`src/rtl/ipr_pkg.sv`:
```
package ipr_pkg;

    localparam int PRIO_W = 8;
    localparam int SRC_W  = 24;
    localparam int WORD_W = PRIO_W + SRC_W;
    localparam int ADDR_W = 12;
    localparam int SLOT_W = ADDR_W - 2;

    localparam logic [SLOT_W-1:0] SLOT_POLL  = SLOT_W'(0);
    localparam logic [SLOT_W-1:0] SLOT_XIRR  = SLOT_W'(1);
    localparam logic [SLOT_W-1:0] SLOT_IPI   = SLOT_W'(3);
    localparam int                SLOT_LINK0 = 4;

    localparam logic [2:0] SIZE_BYTE = 3'd1;
    localparam logic [2:0] SIZE_WORD = 3'd4;

    typedef enum logic [3:0] {
        OP_NONE,
        OP_POLL_WORD,
        OP_PRIO_READ,
        OP_ACCEPT,
        OP_SET_PRIO,
        OP_EOI,
        OP_IPI_READ,
        OP_IPI_WRITE,
        OP_LINK_READ,
        OP_LINK_WRITE,
        OP_BAD
    } op_e;

    typedef struct packed {
        logic              valid;
        logic [PRIO_W-1:0] prio;
        logic [SRC_W-1:0]  src;
    } pend_t;

    // Lower numeric value wins.
    function automatic logic favoured(input logic [PRIO_W-1:0] a,
                                      input logic [PRIO_W-1:0] b);
        return a < b;
    endfunction

    // Would a candidate priority displace the pending entry under the current priority?
    function automatic logic can_take(input pend_t             cur,
                                      input logic [PRIO_W-1:0] cand,
                                      input logic [PRIO_W-1:0] cppr);
        return favoured(cand, cppr) && (!cur.valid || favoured(cand, cur.prio));
    endfunction

endpackage

```
`src/rtl/ipr_decode.sv`:
```
module ipr_decode
    import ipr_pkg::*;
#(
    parameter int N_LINKS = 3
) (
    input  logic              req_valid,
    input  logic              req_write,
    input  logic [ADDR_W-1:0] req_addr,
    input  logic [2:0]        req_size,
    output op_e               op,
    output logic [SLOT_W-1:0] slot
);
    localparam int LINK_END = SLOT_LINK0 + N_LINKS;

    logic lane0;
    logic word;
    logic link_hit;

    always_comb begin
        slot     = req_addr[ADDR_W-1:2];
        lane0    = (req_size == SIZE_BYTE) && (req_addr[1:0] == 2'b00);
        word     = (req_size == SIZE_WORD);
        link_hit = (int'(slot) >= SLOT_LINK0) && (int'(slot) < LINK_END);
        op       = OP_NONE;
        if (req_valid) begin
            op = OP_BAD;
            if (link_hit) begin
                if (word) op = req_write ? OP_LINK_WRITE : OP_LINK_READ;
            end else begin
                case (slot)
                    SLOT_POLL: begin
                        if (!req_write) begin
                            if (word)       op = OP_POLL_WORD;
                            else if (lane0) op = OP_PRIO_READ;
                        end
                    end
                    SLOT_XIRR: begin
                        if (req_write) begin
                            if (word)       op = OP_EOI;
                            else if (lane0) op = OP_SET_PRIO;
                        end else begin
                            if (word)       op = OP_ACCEPT;
                            else if (lane0) op = OP_PRIO_READ;
                        end
                    end
                    SLOT_IPI: begin
                        if (lane0) op = req_write ? OP_IPI_WRITE : OP_IPI_READ;
                    end
                    default: op = OP_BAD;
                endcase
            end
        end
    end

endmodule

```
`src/rtl/ipr_core.sv`:
```
module ipr_core
    import ipr_pkg::*;
#(
    parameter logic [SRC_W-1:0] IPI_SRC = SRC_W'(2)
) (
    input  logic              clk,
    input  logic              rst,
    input  op_e               op,
    input  logic [WORD_W-1:0] wdata,
    input  logic              src_valid,
    input  logic [SRC_W-1:0]  src_num,
    input  logic [PRIO_W-1:0] src_prio,
    output logic [PRIO_W-1:0] cppr,
    output logic [PRIO_W-1:0] ipi_prio,
    output pend_t             pend,
    output logic              irq_out,
    output logic              eoi_valid,
    output logic [SRC_W-1:0]  eoi_source
);
    logic [PRIO_W-1:0] cppr_n;
    logic [PRIO_W-1:0] ipi_n;
    pend_t             pend_n;
    logic [PRIO_W-1:0] wbyte;

    assign wbyte   = wdata[PRIO_W-1:0];
    assign irq_out = pend.valid && favoured(pend.prio, cppr);

    always_comb begin
        cppr_n = cppr;
        ipi_n  = ipi_prio;
        pend_n = pend;
        case (op)
            OP_ACCEPT: begin
                if (irq_out) begin
                    cppr_n = pend.prio;
                    pend_n = '0;
                end
            end
            OP_SET_PRIO: cppr_n = wbyte;
            OP_EOI:      cppr_n = wdata[WORD_W-1 -: PRIO_W];
            OP_IPI_WRITE: begin
                ipi_n = wbyte;
                if (can_take(pend_n, wbyte, cppr_n)) begin
                    pend_n.valid = 1'b1;
                    pend_n.prio  = wbyte;
                    pend_n.src   = IPI_SRC;
                end
            end
            default: ;
        endcase
        // Register access is applied before an offer from the source side.
        if (src_valid && can_take(pend_n, src_prio, cppr_n)) begin
            pend_n.valid = 1'b1;
            pend_n.prio  = src_prio;
            pend_n.src   = src_num;
        end
    end

    always_ff @(posedge clk) begin
        if (rst) begin
            cppr       <= '0;
            ipi_prio   <= '1;
            pend       <= '0;
            eoi_valid  <= 1'b0;
            eoi_source <= '0;
        end else begin
            cppr      <= cppr_n;
            ipi_prio  <= ipi_n;
            pend      <= pend_n;
            eoi_valid <= (op == OP_EOI);
            if (op == OP_EOI) eoi_source <= wdata[SRC_W-1:0];
        end
    end

endmodule

```
`src/rtl/ipr_links.sv`:
```
module ipr_links
    import ipr_pkg::*;
#(
    parameter int N_LINKS = 3
) (
    input  logic              clk,
    input  logic              rst,
    input  logic              wr_en,
    input  logic [SLOT_W-1:0] slot,
    input  logic [WORD_W-1:0] wdata,
    output logic [WORD_W-1:0] rdata
);
    logic [N_LINKS-1:0][WORD_W-1:0] bank;

    for (genvar g = 0; g < N_LINKS; g++) begin : g_link
        localparam logic [SLOT_W-1:0] MY_SLOT = SLOT_W'(SLOT_LINK0 + g);
        logic [WORD_W-1:0] store_q;
        always_ff @(posedge clk) begin
            if (rst)                           store_q <= '0;
            else if (wr_en && slot == MY_SLOT) store_q <= wdata;
        end
        assign bank[g] = store_q;
    end

    always_comb begin
        rdata = '0;
        for (int i = 0; i < N_LINKS; i++) begin
            if (slot == SLOT_W'(SLOT_LINK0 + i)) rdata = bank[i];
        end
    end

endmodule

```
`src/rtl/ipr_top.sv`:
```
module ipr_top
    import ipr_pkg::*;
#(
    parameter int               N_LINKS = 3,
    parameter logic [SRC_W-1:0] IPI_SRC = SRC_W'(2)
) (
    input  logic              clk,
    input  logic              rst,
    input  logic              req_valid,
    input  logic              req_write,
    input  logic [ADDR_W-1:0] req_addr,
    input  logic [2:0]        req_size,
    input  logic [WORD_W-1:0] req_wdata,
    output logic              rsp_valid,
    output logic [WORD_W-1:0] rsp_rdata,
    output logic              bad_access,
    input  logic              src_valid,
    input  logic [SRC_W-1:0]  src_num,
    input  logic [PRIO_W-1:0] src_prio,
    output logic              irq_out,
    output logic              eoi_valid,
    output logic [SRC_W-1:0]  eoi_source
);
    op_e               op;
    logic [SLOT_W-1:0] slot;
    logic [PRIO_W-1:0] cppr;
    logic [PRIO_W-1:0] ipi_prio;
    pend_t             pend;
    logic [WORD_W-1:0] link_rd;
    logic [WORD_W-1:0] xirr_word;
    logic [WORD_W-1:0] rd_mux;

    ipr_decode #(.N_LINKS(N_LINKS)) u_decode (
        .req_valid (req_valid),
        .req_write (req_write),
        .req_addr  (req_addr),
        .req_size  (req_size),
        .op        (op),
        .slot      (slot)
    );

    ipr_core #(.IPI_SRC(IPI_SRC)) u_core (
        .clk        (clk),
        .rst        (rst),
        .op         (op),
        .wdata      (req_wdata),
        .src_valid  (src_valid),
        .src_num    (src_num),
        .src_prio   (src_prio),
        .cppr       (cppr),
        .ipi_prio   (ipi_prio),
        .pend       (pend),
        .irq_out    (irq_out),
        .eoi_valid  (eoi_valid),
        .eoi_source (eoi_source)
    );

    ipr_links #(.N_LINKS(N_LINKS)) u_links (
        .clk   (clk),
        .rst   (rst),
        .wr_en (op == OP_LINK_WRITE),
        .slot  (slot),
        .wdata (req_wdata),
        .rdata (link_rd)
    );

    assign xirr_word = {cppr, irq_out ? pend.src : SRC_W'(0)};

    always_comb begin
        case (op)
            OP_POLL_WORD, OP_ACCEPT: rd_mux = xirr_word;
            OP_PRIO_READ:            rd_mux = WORD_W'(cppr);
            OP_IPI_READ:             rd_mux = WORD_W'(ipi_prio);
            OP_LINK_READ:            rd_mux = link_rd;
            OP_BAD:                  rd_mux = '1;
            default:                 rd_mux = '0;
        endcase
    end

    always_ff @(posedge clk) begin
        if (rst) begin
            rsp_valid  <= 1'b0;
            rsp_rdata  <= '0;
            bad_access <= 1'b0;
        end else begin
            rsp_valid  <= req_valid;
            rsp_rdata  <= rd_mux;
            bad_access <= (op == OP_BAD);
        end
    end

endmodule

```
`config.mk`:
```
export PLATFORM = sky130hd
export DESIGN_NAME = ipr_top
export DESIGN_NICKNAME = d
export VERILOG_FILES = /design/src/rtl/ipr_pkg.sv /design/src/rtl/ipr_decode.sv /design/src/rtl/ipr_core.sv /design/src/rtl/ipr_links.sv /design/src/rtl/ipr_top.sv
export SDC_FILE = /design/constraint.sdc
export NUM_CORES = 1
export LEC_CHECK = 0
export ABC_AREA = 1
export BUFFER_PORTS_ARGS = -buffer_cell sky130_fd_sc_hd__buf_4
export CAP_MARGIN = 20
export CELL_PAD_IN_SITES_DETAIL_PLACEMENT = 0
export CELL_PAD_IN_SITES_GLOBAL_PLACEMENT = 2
export CORE_ASPECT_RATIO = 1.4
export CORE_MARGIN = 3
export CORE_UTILIZATION = 32
export CTS_CLUSTER_DIAMETER = 80
export DETAILED_ROUTE_END_ITERATION = 8
export PLACE_DENSITY = 0.82
export SYNTH_ARGS = -nofsm -noshare
export SYNTH_HDL_FRONTEND = slang
export SYNTH_SLANG_ARGS = --single-unit
```
`constraint.sdc`:
```
create_clock -name clk -period 4.4 [get_ports clk]
set_clock_uncertainty 0.1 [all_clocks]
set_input_delay 0.88 -clock clk [delete_from_list [all_inputs] [get_ports clk]]
set_output_delay 0.88 -clock clk [all_outputs]
set_load 0.05 [all_outputs]
```
==> summary.txt <==
Power
  • Seq pwr share: 43.2%
  • Combinational fraction of design power: approximately a tenth
  • Leakage Power: 4.74 nW
  • Pint: 0.00329 W
  • NetSw: 0.00109 W
  • Clock power frac: 47.4%
  • Sw frac: roughly a quarter
  • Worst vdd ir: 257 uV
  • Power per standard cell area: 371 nW/um^2

Synth
  • Synth top area share: 43.3%
  • Sequential area share after synthesis: a little over two fifths
  • Post-synthesis cell count: 1293
  • Cell Area, Synth: roughly 9400 um^2
  • Synth warn: 0
  • Synth area leaders: dfxtp_1, a21oi_1, o21ai_0
  • Avg Inst Size Synth: 7.30 um^2
  • Netlist cell types: 37
  • Synth Register Bits: 204
  • Synthesized net count: 1412
  • Post-synth top area cell: dfxtp_1

STA
  • Tmin final: 3870 ps
  • Tightest Pin Transition: 1010 ps
  • RSZ-0062 raised after global routing: no
  • Final setup viols: 0
  • Max-slew violations: 0
  • Fmax: 258 MHz
  • PnR worst setup slack: 531 ps
  • Period utilization: 87.9%
  • Worst hold slack: 344 ps
  • Slew Limit Headroom: between 30% and 40%
  • Endpoints failing hold: 0

Routing
  • Pre-Repair DR Iteration Count: 5
  • Post-route DRC: 0
  • DRT Wirelength: 31400 um
  • Initial DRC count: 607
  • Via count: between 8000 and 9000
  • Number of vias per cell: 4.94
  • Routed wire per std cell: around 17 um
  • Final ANT Viol Nets: 0

Clock network
  • Clock tree sinks: 204
  • CTS buffer count: 23
  • Clock slew at reported path FFs: 60 ps
  • Post-CTS setup buffer count: 0
  • Hold_buf cts: 0
  • Worst-case clock buffer depth: 3
  • Resized Gates After CTS: 0
  • # H-tree levels: 1
  • Worst skew pair latency: 540 ps
  • CTS root buf: clkbuf_16
  • CTS tree: done

Job
  • Maxcap violations: 0

Outcome
  • Status: complete, no violations

Finish
  • Final Core Density: 41.0%
  • Antenna Cells: 0
  • Register area: roughly 4100 um^2
  • Non-Filler Instances: approximately 1800
  • Area growth from synthesis to layout: 25.1%
  • Share of layout cells above drive strength 1: 17.0%
  • # fillers: 3047
  • Multi-input logic area: about 4400 um^2
  • Nets: 1545

Global route
  • Largest net degree at the start of global routing: 99
  • Grt total ovfl: 0
  • Total global-route track usage: 19.9%
  • First-pass GRT wire length: 49500 um
  • Vias in the first global route: roughly 8800
  • Antenna violations before repair: 0

Floorplan
  • Core box area: 28800 um^2
  • Num ports: between 100 and 150
  • # rows: 73
  • Die Area: ~32000 um^2
  • DIE WIDTH: 151 um
  • Effective utilization at floorplan: between 30% and 40%
  • Die Y-Extent: 209 um

Critical path
  • Most used cell, CP: nand2_1
  • Crit Path Max Fanout: 31
  • Critical Path RT: 4760 ps
  • Worst path slowest cell: ha_1
  • Critical path class: in -> reg
  • Cell count of the worst reg-to-reg path: 16
  • CP startpoint kind: primary input
  • CP Capture Type: flip-flop
  • CP Data Arrival Time: between 4000 and 5000 ps
  • Crit-path max cell delay: 290 ps

Placed design
  • Placed insts: roughly 1800
  • Port Buffers: 143
  • Routability Congestion: roughly 0.86
  • Place WS: -222 ps
  • Post-DP HPWL: between 20000 and 25000 um

Hold path
  • HP Class: reg -> reg
  • Hold depth: 2
-- cells in the mapped netlist --
master    instances
dfxtp_1         204
nand2_1         179
inv_1           178
a21oi_1         164
o21ai_0         142
nor2_1          120
clkbuf_1         58
nand3_1          52
ha_1             35
o22ai_1          31
o221ai_1         17
a31oi_1          15
o21ai_1          15
a221oi_1          9
o211ai_1          8
inv_2             7
nand4_1           7
a41oi_1           6
nor2_4            5
nor4_1            5
clkinv_1          4
nand2_2           4
nor3_1            4
buf_2             3
buf_6             3
o21a_1            3
a21oi_2           2
buf_1             2
nand2_4           2
nor2_2            2
a211oi_1          1
a21boi_0          1
a31o_2            1
clkinv_4          1
nand3_2           1
o21bai_1          1
o21bai_2          1
-- state kept, by name, indices dropped and copies added, names as in the netlist --
register / count
u_core.eoi_valid: 1
bad_access: 1
rsp_rdata: 32
u_core.ipi_prio: 8
u_core.cppr: 8
u_links.g_link.store_q: 96
u_core.pend: 33
rsp_valid: 1
u_core.eoi_source: 24
-- kinds of logic after synthesis --
kind of cell | Yosys count | share of synthesized area [%]
buffers and inverters | 256 | 10.5
flip-flops | 204 | 43.3
AND/OR/NAND/NOR | 381 | 17.0
adder cells (fa/ha/maj) | 35 | 4.64
AO/OA/AOI/OAI | 417 | 24.6
-- layer usage --
metal / GRT usage, % / wire length, um
met5: 0 / 0
met3: 2.47 / 1680
met2: 32.3 / 14700
met4: 6.60 / 912
met1: 27.2 / 14200
-- metrics by stage --
stage / setup TNS (ps) / instance area, um^2 / total power [W]
final: 0 / 11800 / 0.00438
after floorplan: 0 / 9440 / 0.00216
after detailed placement: -6190 / 11000 / 0.00234
after global placement: -5740 / 11000 / 0.00234
after global routing: 0 / 11800 / 0.00454
after CTS: 0 / 11800 / 0.00444
-- area by class of cell --
| class | instances | area share, % |
|---|---|---|
| Clock buffer | 27 | 5.09 |
| Clock inverter | 11 | 1.70 |
| Sequential cell | 204 | 34.6 |
| Tap cell | 375 | 3.98 |
| Multi-Input combinational cell | 833 | 37.2 |
| Inverter | 190 | 6.12 |
| Timing Repair Buffer | 174 | 11.3 |
-- power by group through the flow --
stage                     Sequential [W]  Combinational (W)  Clock, W
after floorplan                  0.00197           0.000186         0
after global placement           0.00193           0.000411         0
after detailed placement         0.00193           0.000411         0
after CTS                        0.00189           0.000413   0.00213
after global routing             0.00189           0.000458   0.00219
final                            0.00189           0.000410   0.00208
-- placed cells by master, fill, tap and decap left out, types with 2 or more instances in the layout --
| master | n |
|---|---|
| o211ai_1 | 8 |
| dfxtp_1 | 204 |
| o221ai_1 | 17 |
| nand4_1 | 7 |
| inv_1 | 178 |
| a31oi_1 | 15 |
| ha_1 | 35 |
| nand2_2 | 4 |
| nand2_1 | 179 |
| clkbuf_1 | 3 |
| nor4_1 | 4 |
| a21oi_2 | 2 |
| buf_4 | 172 |
| nor3_2 | 2 |
| a41oi_1 | 6 |
| clkinv_2 | 4 |
| bufinv_16 | 5 |
| nor3_1 | 2 |
| clkinvlp_4 | 2 |
| nand2_4 | 2 |
| nor2_4 | 5 |
| o22ai_1 | 31 |
| a221oi_1 | 8 |
| clkinv_1 | 3 |
| inv_2 | 7 |
| clkbuf_16 | 23 |
| a21oi_1 | 164 |
| nand3_2 | 2 |
| o21ai_1 | 15 |
| nor2_2 | 5 |
| nor2_1 | 117 |
| o21ai_0 | 142 |
| nand3_1 | 51 |
| buf_12 | 2 |
| o21a_1 | 3 |
-- final timing paths --
| check | slack (ps) | startpoint | endpoint |
|---|---|---|---|
| max | 530 | req_addr[5] | u_core.pend[3] |
| min reg2reg | 340 | u_links.g_link[2].store_q[4] | u_links.g_link[2].store_q[4] |
| max reg2reg | 650 | u_core.cppr[7] | u_core.pend[3] |
| min | 340 | u_links.g_link[2].store_q[4] | u_links.g_link[2].store_q[4] |
-- worst max-delay path, delay by kind of cell --
family,cells,cell delay (ps)
fa+ha+maj,1,290
buf+inv,4,500
simple gates,16,1840
compound gates,4,690
No activity file was read; power rests on OpenSTA's default activity.
